`config.mk`:
```
export PLATFORM = sky130hd
export DESIGN_NAME = ckpt_valid_tracker
export DESIGN_NICKNAME = d
export VERILOG_FILES = /design/src/rtl/ckpt_pkg.sv /design/src/rtl/ckpt_live_vec.sv /design/src/rtl/ckpt_slot.sv /design/src/rtl/ckpt_age_ctrl.sv /design/src/rtl/ckpt_valid_tracker.sv
export SDC_FILE = /design/constraint.sdc
export NUM_CORES = 1
export LEC_CHECK = 0
export BUFFER_PORTS_ARGS = -buffer_cell sky130_fd_sc_hd__clkbuf_2
export CAP_MARGIN = 20
export CORE_MARGIN = 8
export CORE_UTILIZATION = 25
export DETAILED_ROUTE_END_ITERATION = 16
export GPL_TIMING_DRIVEN = 0
export SLEW_MARGIN = 10
export SYNTH_ARGS = -nofsm -noshare
export SYNTH_HDL_FRONTEND = slang
export SYNTH_HIERARCHICAL = 1
export SYNTH_SLANG_ARGS = --single-unit
```
`constraint.sdc`:
```
create_clock -name clk_i -period 3.4 [get_ports clk_i]
set_input_delay 0.34 -clock clk_i [delete_from_list [all_inputs] [get_ports clk_i]]
set_output_delay 0.34 -clock clk_i [all_outputs]
set_load 0.02 [all_outputs]
```
`src/rtl/ckpt_pkg.sv`:
```
package ckpt_pkg;
  localparam int unsigned DEF_NUM_PREGS  = 64;
  localparam int unsigned DEF_NUM_GROUPS = 4;

  // ring distance from base to idx, modulo the slot count
  function automatic int unsigned ring_dist(input int unsigned idx,
                                            input int unsigned base,
                                            input int unsigned n);
    return (idx + n - base) % n;
  endfunction
endpackage

```
`src/rtl/ckpt_live_vec.sv`:
```
module ckpt_live_vec #(
  parameter int NUM_PREGS = 64
) (
  input  logic                 clk_i,
  input  logic                 rst_ni,
  input  logic                 restore_i,
  input  logic [NUM_PREGS-1:0] restore_vec_i,
  input  logic [NUM_PREGS-1:0] set_vec_i,
  output logic [NUM_PREGS-1:0] live_o
);
  always_ff @(posedge clk_i or negedge rst_ni) begin
    if (!rst_ni)        live_o <= '0;
    else if (restore_i) live_o <= restore_vec_i;
    else                live_o <= live_o | set_vec_i;
  end
endmodule

```
`src/rtl/ckpt_slot.sv`:
```
module ckpt_slot #(
  parameter int NUM_PREGS = 64
) (
  input  logic                 clk_i,
  input  logic                 rst_ni,
  input  logic                 capture_i,
  input  logic [NUM_PREGS-1:0] snap_i,
  input  logic [NUM_PREGS-1:0] rel_i,
  input  logic                 kill_i,
  input  logic                 retire_i,
  output logic                 busy_o,
  output logic [NUM_PREGS-1:0] snap_o,
  output logic [NUM_PREGS-1:0] rel_o
);
  always_ff @(posedge clk_i or negedge rst_ni) begin
    if (!rst_ni) begin
      busy_o <= 1'b0;
      snap_o <= '0;
      rel_o  <= '0;
    end else begin
      if (capture_i) begin
        busy_o <= 1'b1;
        snap_o <= snap_i;
        rel_o  <= rel_i;
      end else if (kill_i || retire_i) begin
        busy_o <= 1'b0;
      end
    end
  end
endmodule

```
`src/rtl/ckpt_age_ctrl.sv`:
```
module ckpt_age_ctrl
  import ckpt_pkg::*;
#(
  parameter int NUM_GROUPS = 4,
  localparam int GID_W = $clog2(NUM_GROUPS)
) (
  input  logic                  clk_i,
  input  logic                  rst_ni,
  input  logic                  dec_ok_i,
  input  logic [GID_W-1:0]      dec_gid_i,
  input  logic                  rec_ok_i,
  input  logic [GID_W-1:0]      rec_gid_i,
  input  logic [NUM_GROUPS-1:0] busy_i,
  output logic [NUM_GROUPS-1:0] kill_o
);
  logic [GID_W-1:0] tail_q;   // index following the youngest decoded group
  int unsigned      tail_dist;

  always_ff @(posedge clk_i or negedge rst_ni) begin
    if (!rst_ni)       tail_q <= '0;
    else if (rec_ok_i) tail_q <= rec_gid_i;
    else if (dec_ok_i) tail_q <= GID_W'(dec_gid_i + 1'b1);
  end

  assign tail_dist = ring_dist(int'(tail_q), int'(rec_gid_i), NUM_GROUPS);

  // tail_dist == 0 with the recovered slot busy means the ring is full
  // and the recovered group is the oldest one: every slot goes.
  for (genvar j = 0; j < NUM_GROUPS; j++) begin : g_kill
    assign kill_o[j] = rec_ok_i && busy_i[j] &&
                       ((tail_dist == 0) ||
                        (ring_dist(j, int'(rec_gid_i), NUM_GROUPS) < tail_dist));
  end
endmodule

```
`src/rtl/ckpt_valid_tracker.sv`:
```
module ckpt_valid_tracker #(
  parameter int NUM_PREGS  = 64,
  parameter int NUM_GROUPS = 4,
  localparam int PREG_W = $clog2(NUM_PREGS),
  localparam int GID_W  = $clog2(NUM_GROUPS)
) (
  input  logic                  clk_i,
  input  logic                  rst_ni,
  input  logic                  dec_valid_i,
  input  logic [GID_W-1:0]      dec_gid_i,
  input  logic [NUM_PREGS-1:0]  dec_alloc_i,
  input  logic [NUM_PREGS-1:0]  dec_release_i,
  input  logic                  wb_valid_i,
  input  logic [PREG_W-1:0]     wb_preg_i,
  input  logic                  ret_valid_i,
  input  logic [GID_W-1:0]      ret_gid_i,
  input  logic                  rec_valid_i,
  input  logic [GID_W-1:0]      rec_gid_i,
  output logic [NUM_PREGS-1:0]  valid_o,
  output logic [NUM_GROUPS-1:0] grp_busy_o,
  output logic                  free_valid_o,
  output logic [NUM_PREGS-1:0]  free_mask_o
);
  logic [NUM_PREGS-1:0] snap_arr [NUM_GROUPS];
  logic [NUM_PREGS-1:0] rel_arr  [NUM_GROUPS];
  logic [NUM_GROUPS-1:0] kill;
  logic rec_ok, dec_ok, ret_ok;
  logic [NUM_PREGS-1:0] set_vec;

  assign rec_ok = rec_valid_i && grp_busy_o[rec_gid_i];
  assign dec_ok = dec_valid_i && !grp_busy_o[dec_gid_i] && !rec_ok;
  assign ret_ok = ret_valid_i && grp_busy_o[ret_gid_i] && !kill[ret_gid_i];

  assign set_vec = (dec_ok ? dec_alloc_i : '0) |
                   (wb_valid_i ? (NUM_PREGS'(1) << wb_preg_i) : '0);

  ckpt_live_vec #(.NUM_PREGS(NUM_PREGS)) u_live (
    .clk_i         (clk_i),
    .rst_ni        (rst_ni),
    .restore_i     (rec_ok),
    .restore_vec_i (snap_arr[rec_gid_i]),
    .set_vec_i     (set_vec),
    .live_o        (valid_o)
  );

  ckpt_age_ctrl #(.NUM_GROUPS(NUM_GROUPS)) u_age (
    .clk_i     (clk_i),
    .rst_ni    (rst_ni),
    .dec_ok_i  (dec_ok),
    .dec_gid_i (dec_gid_i),
    .rec_ok_i  (rec_ok),
    .rec_gid_i (rec_gid_i),
    .busy_i    (grp_busy_o),
    .kill_o    (kill)
  );

  for (genvar g = 0; g < NUM_GROUPS; g++) begin : g_slot
    ckpt_slot #(.NUM_PREGS(NUM_PREGS)) u_slot (
      .clk_i     (clk_i),
      .rst_ni    (rst_ni),
      .capture_i (dec_ok && (dec_gid_i == GID_W'(g))),
      .snap_i    (valid_o),
      .rel_i     (dec_release_i),
      .kill_i    (kill[g]),
      .retire_i  (ret_ok && (ret_gid_i == GID_W'(g))),
      .busy_o    (grp_busy_o[g]),
      .snap_o    (snap_arr[g]),
      .rel_o     (rel_arr[g])
    );
  end

  always_ff @(posedge clk_i or negedge rst_ni) begin
    if (!rst_ni) begin
      free_valid_o <= 1'b0;
      free_mask_o  <= '0;
    end else begin
      free_valid_o <= ret_ok;
      free_mask_o  <= ret_ok ? rel_arr[ret_gid_i] : '0;
    end
  end
endmodule

```
==> metrics.md <==
| Metric | Value |
|---|---|
| Post-synth EDFFs | `0` |
| Pwr dens | `892 mW/mm²` |
| Switching power | `~9.9 mW` |
| MaxCap Viol Count | `0` |
| Hold Violations, Final | `0` |
| Switching Fraction | `30.8%` |
| Crit. End Element | `register` |
| DR iter-0 viols | `906` |
| Routed len/inst | `21.5 µm` |
| Clock power share | `28.8%` |
| Sequential cell area fraction in the yosys report | `55.9%` |
| Delay-heaviest family, CP | `multiplexers` |
| Core area | `~0.12 mm²` |
| Startpoint Class | `register` |
| Period minus WS final | `3.26 ns` |
| Combinational power share | `roughly 30%` |
| Clock skew | `between 0.03 and 0.04 ns` |
| Worst Setup Path Type | `register to register` |
| Dpl hpwl | `roughly 58 mm` |
| Final routed DRC violation total | `0` |
| Worst-Skew Late Latency | `roughly 0.64 ns` |
| Total CTS buffers | `80` |
| Critical Path AT | `around 3.8 ns` |
| Most frequent cells in the layout | `647 x dfrtp_1, 515 x mux2_2, 274 x clkbuf_2, 130 x mux4_2, 82 x clkbuf_16` |
| WL final | `82.9 mm` |
| Overall Power | `32.2 mW` |
| Most common cell after layout, fill and taps aside | `dfrtp_1` |
| DRT Pass-1 Iters | `5` |
| Avg Inst Size Synth | `15.7 µm²` |
| Row count | `125` |
| Leakage | `approximately 16 nW` |
| Final period util | `95.9%` |
| Initial core utilization | `25.1%` |
| Status | `complete, no violations` |
| Post-synth top flop | `dfrtp_1` |
| Fin. max-slew vios | `0` |
| F_max | `307 MHz` |
| Die area | `roughly 0.13 mm²` |
| Worst hold margin | `0.0783 ns` |
| Sequential share of power | `41.9%` |
| Via count | `roughly 18k` |
| Post-synth ARST share | `100%` |
| Antenna-violating nets left | `0` |
| Vias per cell | `4.54` |
| I/O pins | `about 280` |
| Clock root buffer | `clkbuf_16` |
| Tot GR Track Use | `13.1%` |
| Setup-failing EPs final | `0` |
| Share of layout cells above drive strength 1 | `53.7%` |
| Synth-to-layout area growth | `24.6%` |
| Clock Pin Slew Worst Setup and Hold Paths | `0.06 ns` |
| Die Span Y | `roughly 360 µm` |
| VDD IR-drop max | `0.000559 V` |
| Buffers on Ports | `approximately 280` |
| Ys Warns | `6` |
| Grt total ovfl | `0` |
| Worst path required time | `3.93 ns` |
| Initial antenna violation count | `6` |
| Worst-path fanout max | `15` |
| First-pass GRT wire length | `127 mm` |
| Relative slew margins | `between 30% and 40%` |
| Net Count, Synth | `~2k` |
| Buf/Inv on CP | `3` |
| Final GP Congestion | `0.793` |
| Vias in the first global route | `about 19k` |
| Largest net degree at the start of global routing | `101` |
| Internal power | `around 22 mW` |
| Top cell by count, worst path | `mux4_2` |
| Clock sink count | `approximately 650` |
| H-tree depth | `3` |
| Flops & latches, synth | `647` |
| CP Cell Sequence | `mux4_2 > nand2_2 > buf_8 > inv_4 > nand2_1 > a31oi_1 > nand2b_1 > mux4_2 > buf_6 > nor4bb_2 > nor2_1 > a21o_1` |
| CP max stage delay | `about 0.66 ns` |
| HP Class | `primary input to register` |
| Worst-margin pin slew | `0.991 ns` |
| Die X | `approximately 360 µm` |
| Clock buffer depth | `3` |
| Post-synth cell types | `44` |
| Post-synthesis cell area | `just under 0.03 mm²` |
| Cells after synthesis | `1,842` |
| CP max stage cell | `mux4_2` |
| # nets final | `2,425` |
| CTS tree | `yes` |
[cell families after synthesis]
| kind of cell | share of synthesized area (%) |
|---|---|
| buffers and inverters | 4.01 |
| and+or+nand+nor | 4.82 |
| muxes | 30.3 |
| AOI/OAI and AO/OA | 4.55 |
| adders and majority gates | 0.216 |
| DFF | 55.9 |
| xor gates and xnor gates | 0.246 |
[per-stage QoR]
step | setup slack [ns] | cells | utilization (%) | instance area, µm² | TNS [ns]
3_5_place_dp | -0.204 | 3650 | 28.1 | 32500 | -12.14
2_1_floorplan | 0.593 | 1842 | - | 29000 | 0
6_report | 0.140 | 3866 | 31.2 | 36100 | 0
3_3_place_gp | -14.02 | 3641 | 27.9 | 32300 | -8967.59
4_1_cts | 0.0135 | 3864 | 31.2 | 36100 | 0
5_1_grt | -0.00496 | 3865 | 31.2 | 36100 | -0.00496
[worst register-to-register path, stage by stage, from the launching register on]
cell and delay (ns):
dfrtp_1 0.45, mux4_2 0.66, nand2_2 0.16, buf_8 0.18
inv_4 0.13, nand2_1 0.10, a31oi_1 0.05, nand2b_1 0.17
mux4_2 0.54, buf_6 0.19, nor4bb_2 0.26, nor2_1 0.09
a21o_1 0.18
[power groups by stage]
stage / Combinational [mW] / Clock, mW / Sequential [mW]
3_3_place_gp: 9.27 / 0 / 13.6
4_1_cts: 9.59 / 9.59 / 13.5
2_1_floorplan: 6.32 / 0 / 13.5
6_report: 9.42 / 9.29 / 13.5
3_5_place_dp: 9.49 / 0 / 13.6
5_1_grt: 10.2 / 9.88 / 14.0
[metal layers]
layer / up-vias / track usage, % / share of wire [%]
li1: 7736 / - / -
met1: 9281 / 17.6 / 45
met2: 433 / 21.0 / 47
met3: 99 / 3.21 / 5.8
met4: 8 / 3.37 / 1.9
met5: - / 0 / 0.072
[registers in the layout, indices dropped and copies added, names as in the netlist]
register	cells
free_valid_o	1
u_age/tail_q	2
u_live/live_o	64
g_slot.u_slot/snap_o	256
g_slot.u_slot/busy_o	4
free_mask_o	64
g_slot.u_slot/rel_o	256
[final cells by class]
| class | instances | area, µm² |
|---|---|---|
| Clock inverter | 45 | 646 |
| Buffer | 133 | 1150 |
| Clock buffer | 104 | 2280 |
| Sequential cell | 647 | 16200 |
| Multi-Input combinational cell | 1057 | 11600 |
| Inverter | 4 | 17.5 |
| Fill cell | 11400 | 79500 |
| Timing Repair Buffer | 351 | 2270 |
| Antenna cell | 1 | 2.50 |
| Tap cell | 1524 | 1910 |
[cell usage after synthesis, types with 2 or more instances]
cell type / n / share of area, %
buf_6: 68 / 2.6
nor4_1: 2 / 0.043
o21ai_0: 3 / 0.052
clkbuf_1: 28 / 0.36
nand2b_1: 10 / 0.22
xnor3_1: 2 / 0.16
nor2b_1: 2 / 0.043
mux2i_1: 3 / 0.10
nand2_2: 5 / 0.11
o21ai_2: 64 / 1.9
mux2_2: 515 / 20
nor2_1: 80 / 1.0
nor4b_2: 2 / 0.10
buf_8: 3 / 0.16
a21o_1: 4 / 0.10
dfrtp_1: 647 / 56
ha_1: 5 / 0.22
nand2_1: 74 / 0.96
and3b_1: 65 / 2.0
a21oi_1: 2 / 0.035
xor2_1: 2 / 0.060
nor3_1: 7 / 0.12
buf_12: 3 / 0.21
nor4bb_1: 2 / 0.069
inv_1: 3 / 0.039
mux4_2: 130 / 10
a32o_1: 64 / 2.2
o21bai_1: 2 / 0.052
buf_2: 30 / 0.52
[worst paths after layout]
check	startpoint	end	slack, ns	depth (start not counted)
hold / removal	rec_gid_i[1]	u_age/tail_q[1]	0.08	3
hold reg to reg	g_slot[2].u_slot/snap_o[47]	g_slot[2].u_slot/snap_o[47]	0.50	1
setup / recovery	g_slot[3].u_slot/busy_o	g_slot[2].u_slot/busy_o	0.14	12
min in group asynchronous	rst_ni	free_mask_o[5]	0.22	2
setup reg to reg	g_slot[3].u_slot/busy_o	g_slot[2].u_slot/busy_o	0.14	12
max in group asynchronous	rst_ni	g_slot[1].u_slot/snap_o[23]	1.56	5
[timing repair]
action	CTS	global route
gates resized for setup	1	4
endpoints found under the setup margin	24	101
gates cloned	0	0
hold buffers	65	0
endpoints found under the hold margin	300	0
setup buffers	0	2
Note: power is estimated with default switching activity, not from simulation.
